### config.mk
export PLATFORM = sky130hd
export DESIGN_NAME = bmerr_capture
export DESIGN_NICKNAME = d
export VERILOG_FILES = /design/src/rtl/bmerr_pkg.sv /design/src/rtl/bmerr_flag_cell.sv /design/src/rtl/bmerr_summary.sv /design/src/rtl/bmerr_halt_gate.sv /design/src/rtl/bmerr_capture.sv
export SDC_FILE = /design/constraint.sdc
export NUM_CORES = 1
export LEC_CHECK = 0
export CAP_MARGIN = 25
export CORE_AREA = 4 4 41 43
export DETAILED_ROUTE_END_ITERATION = 7
export DIE_AREA = 0 0 45 47
export PLACE_DENSITY = 0.77
export SYNTH_ARGS = -nofsm -noshare
export SYNTH_HDL_FRONTEND = slang
export SYNTH_SLANG_ARGS = --single-unit
### constraint.sdc
create_clock -name clk -period 3.3 [get_ports clk]
set_input_delay 0.66 -clock clk [delete_from_list [all_inputs] [get_ports clk]]
set_output_delay 0.66 -clock clk [all_outputs]
set_load 0.01 [all_outputs]
### src/rtl/bmerr_pkg.sv
package bmerr_pkg;
  localparam int NSRC     = 5;
  localparam int REG_W    = 8;
  localparam int B_TABORT = 4;
  localparam int B_NORESP = 3;
  localparam int B_PARITY = 2;
  localparam int B_DISAB  = 1;
  localparam int B_SYNC   = 0;
  localparam int B_SUM    = 5;
  localparam int B_GRST   = 6;
  localparam int B_ERST   = 7;

  // Protocol-class sources may be cleared by software.
  function automatic logic sw_clearable(input int idx);
    return (idx == B_TABORT) || (idx == B_NORESP) || (idx == B_PARITY);
  endfunction

  // Per-source write-one-to-clear request, masked by class.
  function automatic logic [NSRC-1:0] w1c_hits(input logic we,
                                              input logic [REG_W-1:0] d);
    logic [NSRC-1:0] r;
    for (int i = 0; i < NSRC; i++) r[i] = we & d[i] & sw_clearable(i);
    return r;
  endfunction

  // Global clear command: soft reset or error reset bit.
  function automatic logic hard_clear(input logic we,
                                      input logic [REG_W-1:0] d);
    return we & (d[B_GRST] | d[B_ERST]);
  endfunction
endpackage

### src/rtl/bmerr_flag_cell.sv
module bmerr_flag_cell #(
  parameter bit SW_CLR = 1'b1
) (
  input  logic clk,
  input  logic rst_n,
  input  logic set_i,
  input  logic w1c_i,
  input  logic hard_clr_i,
  output logic q_o
);
  logic clr;

  generate
    if (SW_CLR) begin : g_proto
      assign clr = hard_clr_i | w1c_i;
    end else begin : g_internal
      logic unused_w1c;
      assign unused_w1c = w1c_i;
      assign clr = hard_clr_i;
    end
  endgenerate

  always_ff @(posedge clk or negedge rst_n) begin
    if (!rst_n)      q_o <= 1'b0;
    else if (set_i)  q_o <= 1'b1;
    else if (clr)    q_o <= 1'b0;
  end
endmodule

### src/rtl/bmerr_summary.sv
module bmerr_summary (
  input  logic clk,
  input  logic rst_n,
  input  logic any_set_i,
  input  logic flags_busy_i,
  input  logic w1c_i,
  input  logic hard_clr_i,
  output logic q_o
);
  logic ordered_clr;
  assign ordered_clr = w1c_i & ~flags_busy_i;

  always_ff @(posedge clk or negedge rst_n) begin
    if (!rst_n)                       q_o <= 1'b0;
    else if (any_set_i)               q_o <= 1'b1;
    else if (hard_clr_i | ordered_clr) q_o <= 1'b0;
  end
endmodule

### src/rtl/bmerr_halt_gate.sv
module bmerr_halt_gate #(
  parameter int NSRC = 5
) (
  input  logic [NSRC-1:0] flags_i,
  input  logic            sum_i,
  input  logic            cmd_req_i,
  output logic            halt_o,
  output logic            cmd_grant_o
);
  always_comb begin
    halt_o      = (|flags_i) | sum_i;
    cmd_grant_o = cmd_req_i & ~halt_o;
  end
endmodule

### src/rtl/bmerr_capture.sv
module bmerr_capture
  import bmerr_pkg::*;
#(
  parameter int N_SRC = bmerr_pkg::NSRC,
  parameter int WR_W  = bmerr_pkg::REG_W
) (
  input  logic             clk,
  input  logic             hw_rst_n,
  input  logic             flt_tabort,
  input  logic             flt_noresp,
  input  logic             flt_parity,
  input  logic             flt_disabled,
  input  logic             flt_syncloss,
  input  logic             wr_en,
  input  logic [WR_W-1:0]  wr_data,
  input  logic             cmd_req,
  output logic             cmd_grant,
  output logic [N_SRC-1:0] err_flags,
  output logic [N_SRC-1:0] sys_stat,
  output logic             sum_err,
  output logic             bus_err_irq,
  output logic             halt
);
  // Named internal events, visible to the bound checker.
  logic [N_SRC-1:0] fault_vec;
  logic [N_SRC-1:0] sw_clr_vec;
  logic             hard_clr;
  logic             sum_clr_req;
  logic             any_fault;

  always_comb begin
    fault_vec           = '0;
    fault_vec[B_TABORT] = flt_tabort;
    fault_vec[B_NORESP] = flt_noresp;
    fault_vec[B_PARITY] = flt_parity;
    fault_vec[B_DISAB]  = flt_disabled;
    fault_vec[B_SYNC]   = flt_syncloss;
  end

  assign sw_clr_vec  = w1c_hits(wr_en, wr_data);
  assign hard_clr    = hard_clear(wr_en, wr_data);
  assign sum_clr_req = wr_en & wr_data[B_SUM];
  assign any_fault   = |fault_vec;

  genvar gi;
  generate
    for (gi = 0; gi < N_SRC; gi++) begin : g_src
      bmerr_flag_cell #(.SW_CLR(sw_clearable(gi))) u_cell (
        .clk       (clk),
        .rst_n     (hw_rst_n),
        .set_i     (fault_vec[gi]),
        .w1c_i     (sw_clr_vec[gi]),
        .hard_clr_i(hard_clr),
        .q_o       (err_flags[gi])
      );
    end
  endgenerate

  bmerr_summary u_sum (
    .clk         (clk),
    .rst_n       (hw_rst_n),
    .any_set_i   (any_fault),
    .flags_busy_i(|err_flags),
    .w1c_i       (sum_clr_req),
    .hard_clr_i  (hard_clr),
    .q_o         (sum_err)
  );

  bmerr_halt_gate #(.NSRC(N_SRC)) u_gate (
    .flags_i    (err_flags),
    .sum_i      (sum_err),
    .cmd_req_i  (cmd_req),
    .halt_o     (halt),
    .cmd_grant_o(cmd_grant)
  );

  assign sys_stat    = err_flags;
  assign bus_err_irq = sum_err;
endmodule

# After elaboration in Yosys (flattened, before gate mapping)
# Index checks and enable logic that the tools add are counted.
[word_totals]
regBits = 6
input_bits = 17
out_inout_bits = 14
word_cells = 40
[classes]
mux = 11
bitwise_logic = 15
reduce_logical = 8
[op_table]
columns = ["cell", "count"]
rows = [
  ["$reduce_bool 2->1", 6],
  ["$mux 1", 11],
  ["$reduce_or 5->1", 2],
  ["$and 1x1->1", 7],
  ["$or 1x1->1", 6],
  ["$not 1->1", 2],
]

# Depth between registers and ports, before layout
# Gate-level depths: netlist (run 1).
[depth]
word_depth = 6
depth_mapped = 3
mapped_depth_nobuf = 3

# Modules after synthesis
# A second synthesis (run 1) with hierarchy kept.
[unflattened]
hier_cells = 41
area_unflattened_um2 = 357.8
[modules_own_cells]
columns = ["module", "n_inst", "cells_each", "area_per_inst_um2", "seq_area_each_um2"]
rows = [
  ["bmerr_flag_cell", 5, 3, 36.3, 25.0],
  ["bmerr_capture", 1, 18, 106.4, 0.0],
  ["bmerr_summary", 1, 4, 43.8, 25.0],
  ["bmerr_halt_gate", 1, 4, 26.3, 0.0],
]

# Least setup slack after synthesis (run 1)
# OpenSTA, ideal clock, no wires.
[synth_timing]
kind = "register to output"
start = "register g_src[1].u_cell.q_o"
end = "output cmd_grant"
arrival_ps = 1026
required_ps = 2640
setup_slack_ps = 1614
stages_incl_launch_ff = 4
path_buffers = 0
cell_sequence = "dfrtp_1 nor3_1 nand2_1 nor3b_1"
[synth_between]
elab_chain_len = 4
[synth_rtl]
columns = ["item", "line_no", "source"]
rows = [
  ["start: declaration", "bmerr_flag_cell.sv:9", "output logic q_o"],
  ["start signal: assignment", "bmerr_flag_cell.sv:24", "if (!rst_n) q_o <= 1'b0;"],
  ["start signal: assignment", "bmerr_flag_cell.sv:25", "else if (set_i) q_o <= 1'b1;"],
  ["start signal: assignment", "bmerr_flag_cell.sv:26", "else if (clr) q_o <= 1'b0;"],
  ["$reduce_or 5->1", "bmerr_halt_gate.sv:11", "halt_o = (|flags_i) | sum_i;"],
  ["$or 1x1->1", "bmerr_halt_gate.sv:11", ""],
  ["$not 1->1", "bmerr_halt_gate.sv:12", "cmd_grant_o = cmd_req_i & ~halt_o;"],
  ["$and 1x1->1", "bmerr_halt_gate.sv:12", ""],
  ["end: declaration", "bmerr_capture.sv:17", "output logic cmd_grant,"],
]
# Every way passes these cells.

# Worst setup path in the final report (run 1)
[layout_timing]
start = "input cmd_req"
end = "output cmd_grant"
[layout_between]
elab_chain_len = 1
[layout_rtl]
columns = ["item", "line_no", "source"]
rows = [
  ["start: declaration", "bmerr_capture.sv:16", "input logic cmd_req,"],
  ["$and 1x1->1", "bmerr_halt_gate.sv:12", ""],
]
# Every way passes these cells.

==> impl_metrics.toml, run 1 <==
[clocking]
cts_tree = "done"
cts_sinks = 6
clk_pin_slew_ps = 40
cts_setup_buffers = 0
clockBufferDepth = 2
cts-root-buf = "clkbuf_4"
cts_htree_levels = 1
ctsResizeCount = 0
cts_buffers = 3
insertion_delay_ps = 240
postCtsHoldBufs = 0

[sta]
worst_clock_skew_ps = 0.659
fin_tns_setup_ps = 0
worst_slack_ps = 803
layout_min_cycle_time_ps = 2500
slew_violations = 0
final-setup-viol-count = 0
hold_viol_final = 0
max_slew_margin = 0.550
layout_worst_path_cycle_share = 0.757
worst_slew_pin_slew_ps = 668
fmax_mhz = 400
rsz0062_at_grt = "false"

[grt]
grt_max_degree = 7
grt_busiest_layer = "met2"
use_met1 = 0.0928
grt_usage = 0.0843
met2_usage = 0.130
grt_antenna_before_repair = 0
grt_pass1_wl_um = 1240
gr-total-overflow = 0
grt_pass1_vias = 284
grt_util_met3 = 0.0307

[route]
routed_wl_um = 832
wl_per_cell_um = 12.1
drcViolationCount = 0
vias_per_cell = 4.55
drtPass1Iterations = 2
ant_nets = 0
vias = 314
drt_iter0_markers = 3

[synth]
synth_nets = 51
yosys_warnings = 0
synthFlopType = "dfrtp_1"
ys_ff_latch = 6
synthCells = 34
synth.most_common_cell = "buf_4"
yosys-top-cells-area = "dfrtp_1 44%, buf_4 24%, a31o_2 7.7%"
netlist_area_um2 = 342
ys_seq_area_frac = 0.440
yosysTopAreaCell = "dfrtp_1"
synth_top_cells_by_count = "11 x buf_4, 6 x dfrtp_1, 4 x nand2_1"
synth_edf_count = 0
syn_avg_cell_area_um2 = 10.0
synth_cell_type_count = 14
synth_top_area_frac = 0.440
postSynth.asyncResetShare = 1.00

[floorplan]
die_w_um = 45
num_rows = 13
fp.dieArea_um2 = 2120
coreArea_um2 = 1300
initial_core_util = 0.263
die-height_um = 47
io_pins = 31

[cells_and_area]
final_core_util = 0.446
syn_to_final_growth_pct = 70.0
drive_gt1_frac = 0.148
diodes = 0
design_area_um2 = 581
nets = 73

[job]
drv_cap = 0

[placed_design]
post-place-ws_ps = 794
place.gp.congestion = 0.704
dpl_cell_area_um2 = 558
hpwl_um = 698
io_buffers = 28

[worst_setup_path]
crit_path_frequent_cell = "clkdlybuf4s50_1"
path_cells = "clkdlybuf4s50_1, nor3b_1, clkdlybuf4s50_1"
cpPeakStageDelay_ps = 560
endpoint_kind = "output port"
critPathSlowestCell = "clkdlybuf4s50_1"
r2r-start = "g_src[1].u_cell.q_o"
cp-startpoint = "cmd_req"
path_delay_family = "buffers and inverters"
path_max_fanout = 1
critPathRequiredTime_ps = 2640
crit_arrival_ps = 1840
criticalPathCategory = "in -> out"
worst-path-buf-inv = 2
critPathLaunchType = "primary input"

[min_path]
hold_class = "reg -> reg"
hp-start = "g_src[1].u_cell.q_o"

[run_status]
status = "finished, final reports clean"

[power]
total_power_mw = 0.200
powerDensity_nw_per_um2 = 345
vdd_drop_max_v = 0.000159
p_leak_nw = 0.218
## path summary, 6_finish.rpt
path	end	slack, ps	cells after the start
worst max register to register	u_sum.q_o	2050	3
max in group asynchronous	g_src[0].u_cell.q_o	2410	1
min in group asynchronous	u_sum.q_o	670	1
worst min register to register	g_src[1].u_cell.q_o	550	1
worst max-delay path	cmd_grant	800	3
worst min-delay path	g_src[1].u_cell.q_o	550	1
## registers in the layout, indices dropped and copies added, names as in the netlist
signal and cells:
u_sum.q_o 1, g_src.u_cell.q_o 5
## logic make-up (layout without fill, tap and decap cells)
group | count (synthesis) | in the layout | share of synthesized area
AO/OA/AOI/OAI | 7 | 7 | 0.169
flip-flops | 6 | 6 | 0.440
buffers and inverters | 11 | 31 | 0.242
AND/OR/NAND/NOR | 10 | 10 | 0.150
## power breakdown
part           switching [mW]  total, mW  internal (mW)  leakage (nW)
Clock                  0.0238     0.0647         0.0410        0.0138
Sequential            0.00526     0.0840         0.0787        0.0622
Combinational          0.0165     0.0517         0.0352         0.142
Total                  0.0455      0.200          0.155         0.218
## stage by stage
step / cells / hold slack [ps]
4_1_cts: 69 / 553
6_report: 69 / 545
2_1_floorplan: 34 / 364
3_3_place_gp: 66 / 517
5_1_grt: 69 / 567
3_5_place_dp: 66 / 543
## area by class of cell
type	instances	area (µm²)
sequential	6	150
fill	140	721
multi-input combinational	17	109
tap	15	18.8
clock buffer	3	22.5
timing repair buffer	28	280
## per-layer routing
| layer | part of all wire | up-vias | wire [µm] |
|---|---|---|---|
| met3 | 0.17 | 0 | 138 |
| met1 | 0.40 | 141 | 335 |
| met5 | 0 | - | 0 |
| met2 | 0.43 | 21 | 358 |
| li1 | - | 152 | - |
| met4 | 0 | 0 | 0 |
## layout by cell type, fill, tap and decap left out, drive strengths merged
cell type      Yosys  routed
clkdlybuf4s50      0      28
dfrtp              6       6
a21o               2       2
or4                1       1
nand2              4       4
o21ai              1       1
or2                1       1
clkbuf             0       3
a311o              1       1
a31o               3       3
nor2               1       1
nor3               1       1
nor3b              1       1
nand4              1       1
No activity file was read; power rests on OpenSTA's default activity.
==> inputs of run 2 (changes only) <==
- CORE_AREA: 4 4 41 43 -> not set
- CORE_MARGIN: not set -> 4
- CORE_UTILIZATION: not set -> 26
- DIE_AREA: 0 0 45 47 -> not set
- PLACE_DENSITY: 0.77 -> 0.8
- clock period: 3.3 -> 2 ns (I/O delays scaled with it)
==> run 2 against run 1 <==
  * Wire length up 1.7%
  * Largest power group unchanged
  * Setup slack worse by 690 ps
  * Clock skew about the same
  * Register-to-register slack worse by 1200 ps
  * First-iteration DRC count down 67%
  * Flip-flop and latch count unchanged
  * Clock power up 78%
  * Worst hold slack worse by 150 ps
  * Die area down 7.4%
  * Sequential power up 64%
  * Critical path type is now reg -> out
==> impl_metrics.toml, run 2 (same netlist as run 1, synthesis figures left out) <==
[route]
drt_iter0_markers = 1
drtPass1Iterations = 2
vias_per_cell = 4.64
vias = 325
ant_nets = 0
drcViolationCount = 0
wl_per_cell_um = 12.1
routed_wl_um = 846

[power]
internal_power_mw = 0.259
p_seq_frac = 0.402
vdd_drop_max_v = 0.000248
pwr-share-comb = 0.262
power_switching_mw = 0.0833
powerDensity_nw_per_um2 = 574
p_leak_nw = 0.231
swShare = 0.243
clockPowerShare = 0.336

[grt]
grt_pass1_wl_um = 1370
grt_max_degree = 7
gr-total-overflow = 0
grt_antenna_before_repair = 0
grt_usage = 0.0987
grt_pass1_vias = 325

[clocking]
cts-root-buf = "clkbuf_4"
cts_buffers = 3
cts_setup_buffers = 0
insertion_delay_ps = 250
clockBufferDepth = 2
cts_htree_levels = 1
cts_sinks = 6
clk_pin_slew_ps = 50
cts_tree = "done"

[floorplan]
num_rows = 12
die_w_um = 44.2
fp.dieArea_um2 = 1960
initial_core_util = 0.292
io_pins = 31
coreArea_um2 = 1170
die-height_um = 44.2

[sta]
fmax_mhz = 529
worst_clock_skew_ps = 1.01
max_slew_margin = 0.542
layout_worst_path_cycle_share = 0.945
final-setup-viol-count = 0
slew_violations = 0
whs_ps = 393
layout_min_cycle_time_ps = 1890
worst_slew_pin_slew_ps = 679
rsz0062_at_grt = "false"
fin_tns_setup_ps = 0
hold_viol_final = 0

[min_path]
hold_class = "in -> async"

[placed_design]
dpl_cell_area_um2 = 572
io_buffers = 28
place.gp.congestion = 0.662

[cells_and_area]
final_core_util = 0.510
final_common_cell = "clkdlybuf4s50_1"
multi_input_area_um2 = 114
largest_register_ffs = 5
ff_latch_area_um2 = 150
nets = 75
mostFrequentLayoutCells = "26 x clkdlybuf4s50_1, 6 x dfrtp_1, 4 x nand2_1"
diodes = 0
top_register = "g_src.u_cell.q_o"
drive_gt1_frac = 0.196
design_area_um2 = 597
fill_cells = 121
reg_top3 = "g_src.u_cell.q_o (5), u_sum.q_o (1)"
syn_to_final_growth_pct = 74.7

[worst_setup_path]
endpoint_kind = "output port"
r2r_slack_ps = 820
crit_arrival_ps = 1490
critPathRequiredTime_ps = 1600
criticalPathCategory = "reg -> out"
critPathLaunchType = "flop"
path_max_fanout = 4

[run_status]
status = "finished, final reports clean"

[job]
drv_cap = 0
[run 2: cell types whose count changed in the layout (fill, tap and decap cells not counted)]
cell             delta
buf_4               +2
clkdlybuf4s50_1     -2
dlygate4sd2_1       +2
nor3_1              -1
nor3_2              +1
[run 2: worst paths after layout]
path                                             to           startpoint  cells after the start
worst min-delay path            g_src[3].u_cell.q_o             hw_rst_n                      1
worst max-delay path                           halt  g_src[2].u_cell.q_o                      4
min in group clk                g_src[0].u_cell.q_o  g_src[0].u_cell.q_o                      1
worst min register to register  g_src[0].u_cell.q_o  g_src[0].u_cell.q_o                      1
worst max register to register            u_sum.q_o  g_src[2].u_cell.q_o                      3
max in group asynchronous       g_src[4].u_cell.q_o             hw_rst_n                      1
[run 2: area by class of cell]
cell class	count	area share
timing repair buffer	30	0.491
sequential	6	0.252
multi-input combinational	17	0.191
clock buffer	3	0.0377
tap	14	0.0294
[run 2: per-stage QoR]
stage          std cells  setup slack, ps  power [mW]
2_1_floorplan         34              574       0.182
5_1_grt               70             11.8       0.362
4_1_cts               70             62.0       0.349
6_report              70              111       0.343
3_5_place_dp          67             28.0       0.230
3_3_place_gp          67             33.2       0.229
[run 2: metal layers]
layer  track usage  share of wire  up-vias
met5             0              0        -
li1              -              -      154
met1         0.111           0.39      144
met3        0.0366           0.14        4
met4        0.0904          0.027        0
met2         0.142           0.44       23
[run 2: repair_timing]
action	4_1_cts	5_1_grt
resized for setup	3	0
pin swaps	1	1
hold buffers	0	0
cloned	0	0
setup endpoints to repair	2	1
[run 2: worst max-delay path, cell delays in order (launching register included)]
cell           delay (ps)
dfrtp_1               410
nor3_2                200
nand2_1                90
or2_2                 270
dlygate4sd2_1         280
[run 2: power groups by stage]
stage	clock network, mW	logic (mW)	registers [mW]
floorplan	0	0.0434	0.138
global placement	0	0.0899	0.139
detailed placement	0	0.0908	0.139
CTS	0.120	0.0912	0.138
global route	0.127	0.0957	0.140
finish	0.115	0.0897	0.138
==> inputs of run 3 (changes only) <==
- CORE_AREA: not set -> 4 4 41 43
- CORE_MARGIN: 4 -> not set
- CORE_UTILIZATION: 26 -> not set
- DIE_AREA: not set -> 0 0 45 47
- PLACE_DENSITY: 0.8 -> 0.77
- clock period: 2 -> 2.1 ns (I/O delays scaled with it)
==> run 3 against run 2 <==
  * Worst hold slack gained 38 ps
  * Count of clock-buffer cells in the layout is the same
  * Non-clock buffer count shrank 2
  * Global-route usage shrank 0.96 points
  * Critical path depth is the same
  * Die area grew 8.0%
  * Sequential share of layout area grew 0.59 points
  * Wire length shrank 2.1%
  * Sequential power shrank 4%
  * Register-to-register slack gained 70 ps
  * Critical path type unchanged
  * Highest routed layer is now met3
==> impl_metrics.toml, run 3 (same netlist as run 1, synthesis figures left out) <==
[placed_design]
io_buffers = 28
dpl_cell_area_um2 = 558
place.gp.congestion = 0.705
hpwl_um = 707

[grt]
grt_usage = 0.0891
grt_util_met3 = 0.0307
grt_busiest_layer = "met2"
grt_antenna_before_repair = 0
gr-total-overflow = 0
use_met1 = 0.102
grt_pass1_vias = 297
grt_pass1_wl_um = 1300
met2_usage = 0.136
grt_max_degree = 7

[cells_and_area]
top_register = "g_src.u_cell.q_o"
fill_cells = 143
design_area_um2 = 583
diodes = 0
syn_to_final_growth_pct = 70.7
drive_gt1_frac = 0.167
largest_register_ffs = 5
final_common_cell = "clkdlybuf4s50_1"
nets = 73
reg_top3 = "g_src.u_cell.q_o (5), u_sum.q_o (1)"
mostFrequentLayoutCells = "26 x clkdlybuf4s50_1, 6 x dfrtp_1, 4 x nand2_1"

[clocking]
cts_htree_levels = 1
cts_buffers = 3
cts_setup_buffers = 0
postCtsHoldBufs = 0
insertion_delay_ps = 240
ctsResizeCount = 3
cts-root-buf = "clkbuf_4"
clockBufferDepth = 2
clk_pin_slew_ps = 40
cts_tree = "done"
cts_sinks = 6

[floorplan]
die_w_um = 45
fp.dieArea_um2 = 2120
die-height_um = 47
io_pins = 31
coreArea_um2 = 1300
initial_core_util = 0.263
num_rows = 13

[route]
vias_per_cell = 4.55
wl_per_cell_um = 12.0
vias = 314
ant_nets = 0
drcViolationCount = 0
routed_wl_um = 828
drtPass1Iterations = 4
drt_iter0_markers = 4

[job]
drv_cap = 0

[sta]
fmax_mhz = 521
rsz0062_at_grt = "false"
hold_viol_final = 0
slew_violations = 0
max_slew_margin = 0.577
layout_worst_path_cycle_share = 0.913
worst_clock_skew_ps = 0.435
fin_tns_setup_ps = 0
layout_min_cycle_time_ps = 1920
worst_slew_pin_slew_ps = 629
final-setup-viol-count = 0

[power]
p_leak_nw = 0.222
pwr-share-comb = 0.258
p_seq_frac = 0.422
powerDensity_nw_per_um2 = 540
swShare = 0.226
internal_power_mw = 0.244
power_switching_mw = 0.0712
clockPowerShare = 0.321
vdd_drop_max_v = 0.000255

[worst_setup_path]
critPathRequiredTime_ps = 1680
critPathLaunchType = "flop"
path_cells = "nor3_2, nand2_1, or2_2, dlygate4sd2_1"
cpPeakStageDelay_ps = 410
worst-path-buf-inv = 1
endpoint_kind = "output port"
path_max_fanout = 4
crit_arrival_ps = 1500
criticalPathCategory = "reg -> out"
critPathSlowestCell = "dfrtp_1"
path_delay_family = "simple AND/OR/NAND/NOR gates"

[min_path]
hold_class = "in -> async"

[run_status]
status = "finished, final reports clean"
## run 3: changes by cell type in the layout (fill, tap and decap cells not counted)
cell / previous run / this run
buf_4: 2 / 0
## run 3: metrics by stage
stage          hold WS (ps)  utilization  setup slack, ps  power, mW  std cells
2_1_floorplan           124            -              654      0.173         34
6_report                430        0.448              182      0.315         69
3_3_place_gp            517        0.429             97.3      0.214         66
3_5_place_dp            545        0.429             54.1      0.216         66
4_1_cts                 428        0.448              165      0.323         69
5_1_grt                 453        0.448              110      0.334         69
## run 3: cell type report
cell class | instances | area, µm² | area share
clock buffers | 3 | 22.5 | 0.0386
multi-input cells | 17 | 114 | 0.195
well taps | 15 | 18.8 | 0.0322
flip-flops and latches | 6 | 150 | 0.258
repair buffers | 28 | 278 | 0.476
## run 3: metal layers
metal / part of all wire / routed length (µm)
met3: 0.16 / 131
met4: 0 / 0
met1: 0.39 / 320
met5: 0 / 0
met2: 0.45 / 375
## run 3: power groups by stage
| stage | clock network, mW | logic (mW) | registers, mW |
|---|---|---|---|
| floorplan | 0 | 0.0413 | 0.132 |
| global placement | 0 | 0.0811 | 0.133 |
| detailed placement | 0 | 0.0823 | 0.134 |
| CTS | 0.108 | 0.0826 | 0.133 |
| global route | 0.114 | 0.0862 | 0.134 |
| finish | 0.101 | 0.0812 | 0.133 |
## run 3: final timing paths
path,end,slack [ps],from,depth (start not counted)
worst min register to register,g_src[0].u_cell.q_o,550,g_src[0].u_cell.q_o,1
worst max-delay path,halt,180,g_src[1].u_cell.q_o,4
worst min-delay path,g_src[1].u_cell.q_o,430,hw_rst_n,1
min in group clk,g_src[0].u_cell.q_o,550,g_src[0].u_cell.q_o,1
max in group asynchronous,u_sum.q_o,1450,hw_rst_n,1
worst max register to register,u_sum.q_o,890,g_src[1].u_cell.q_o,3
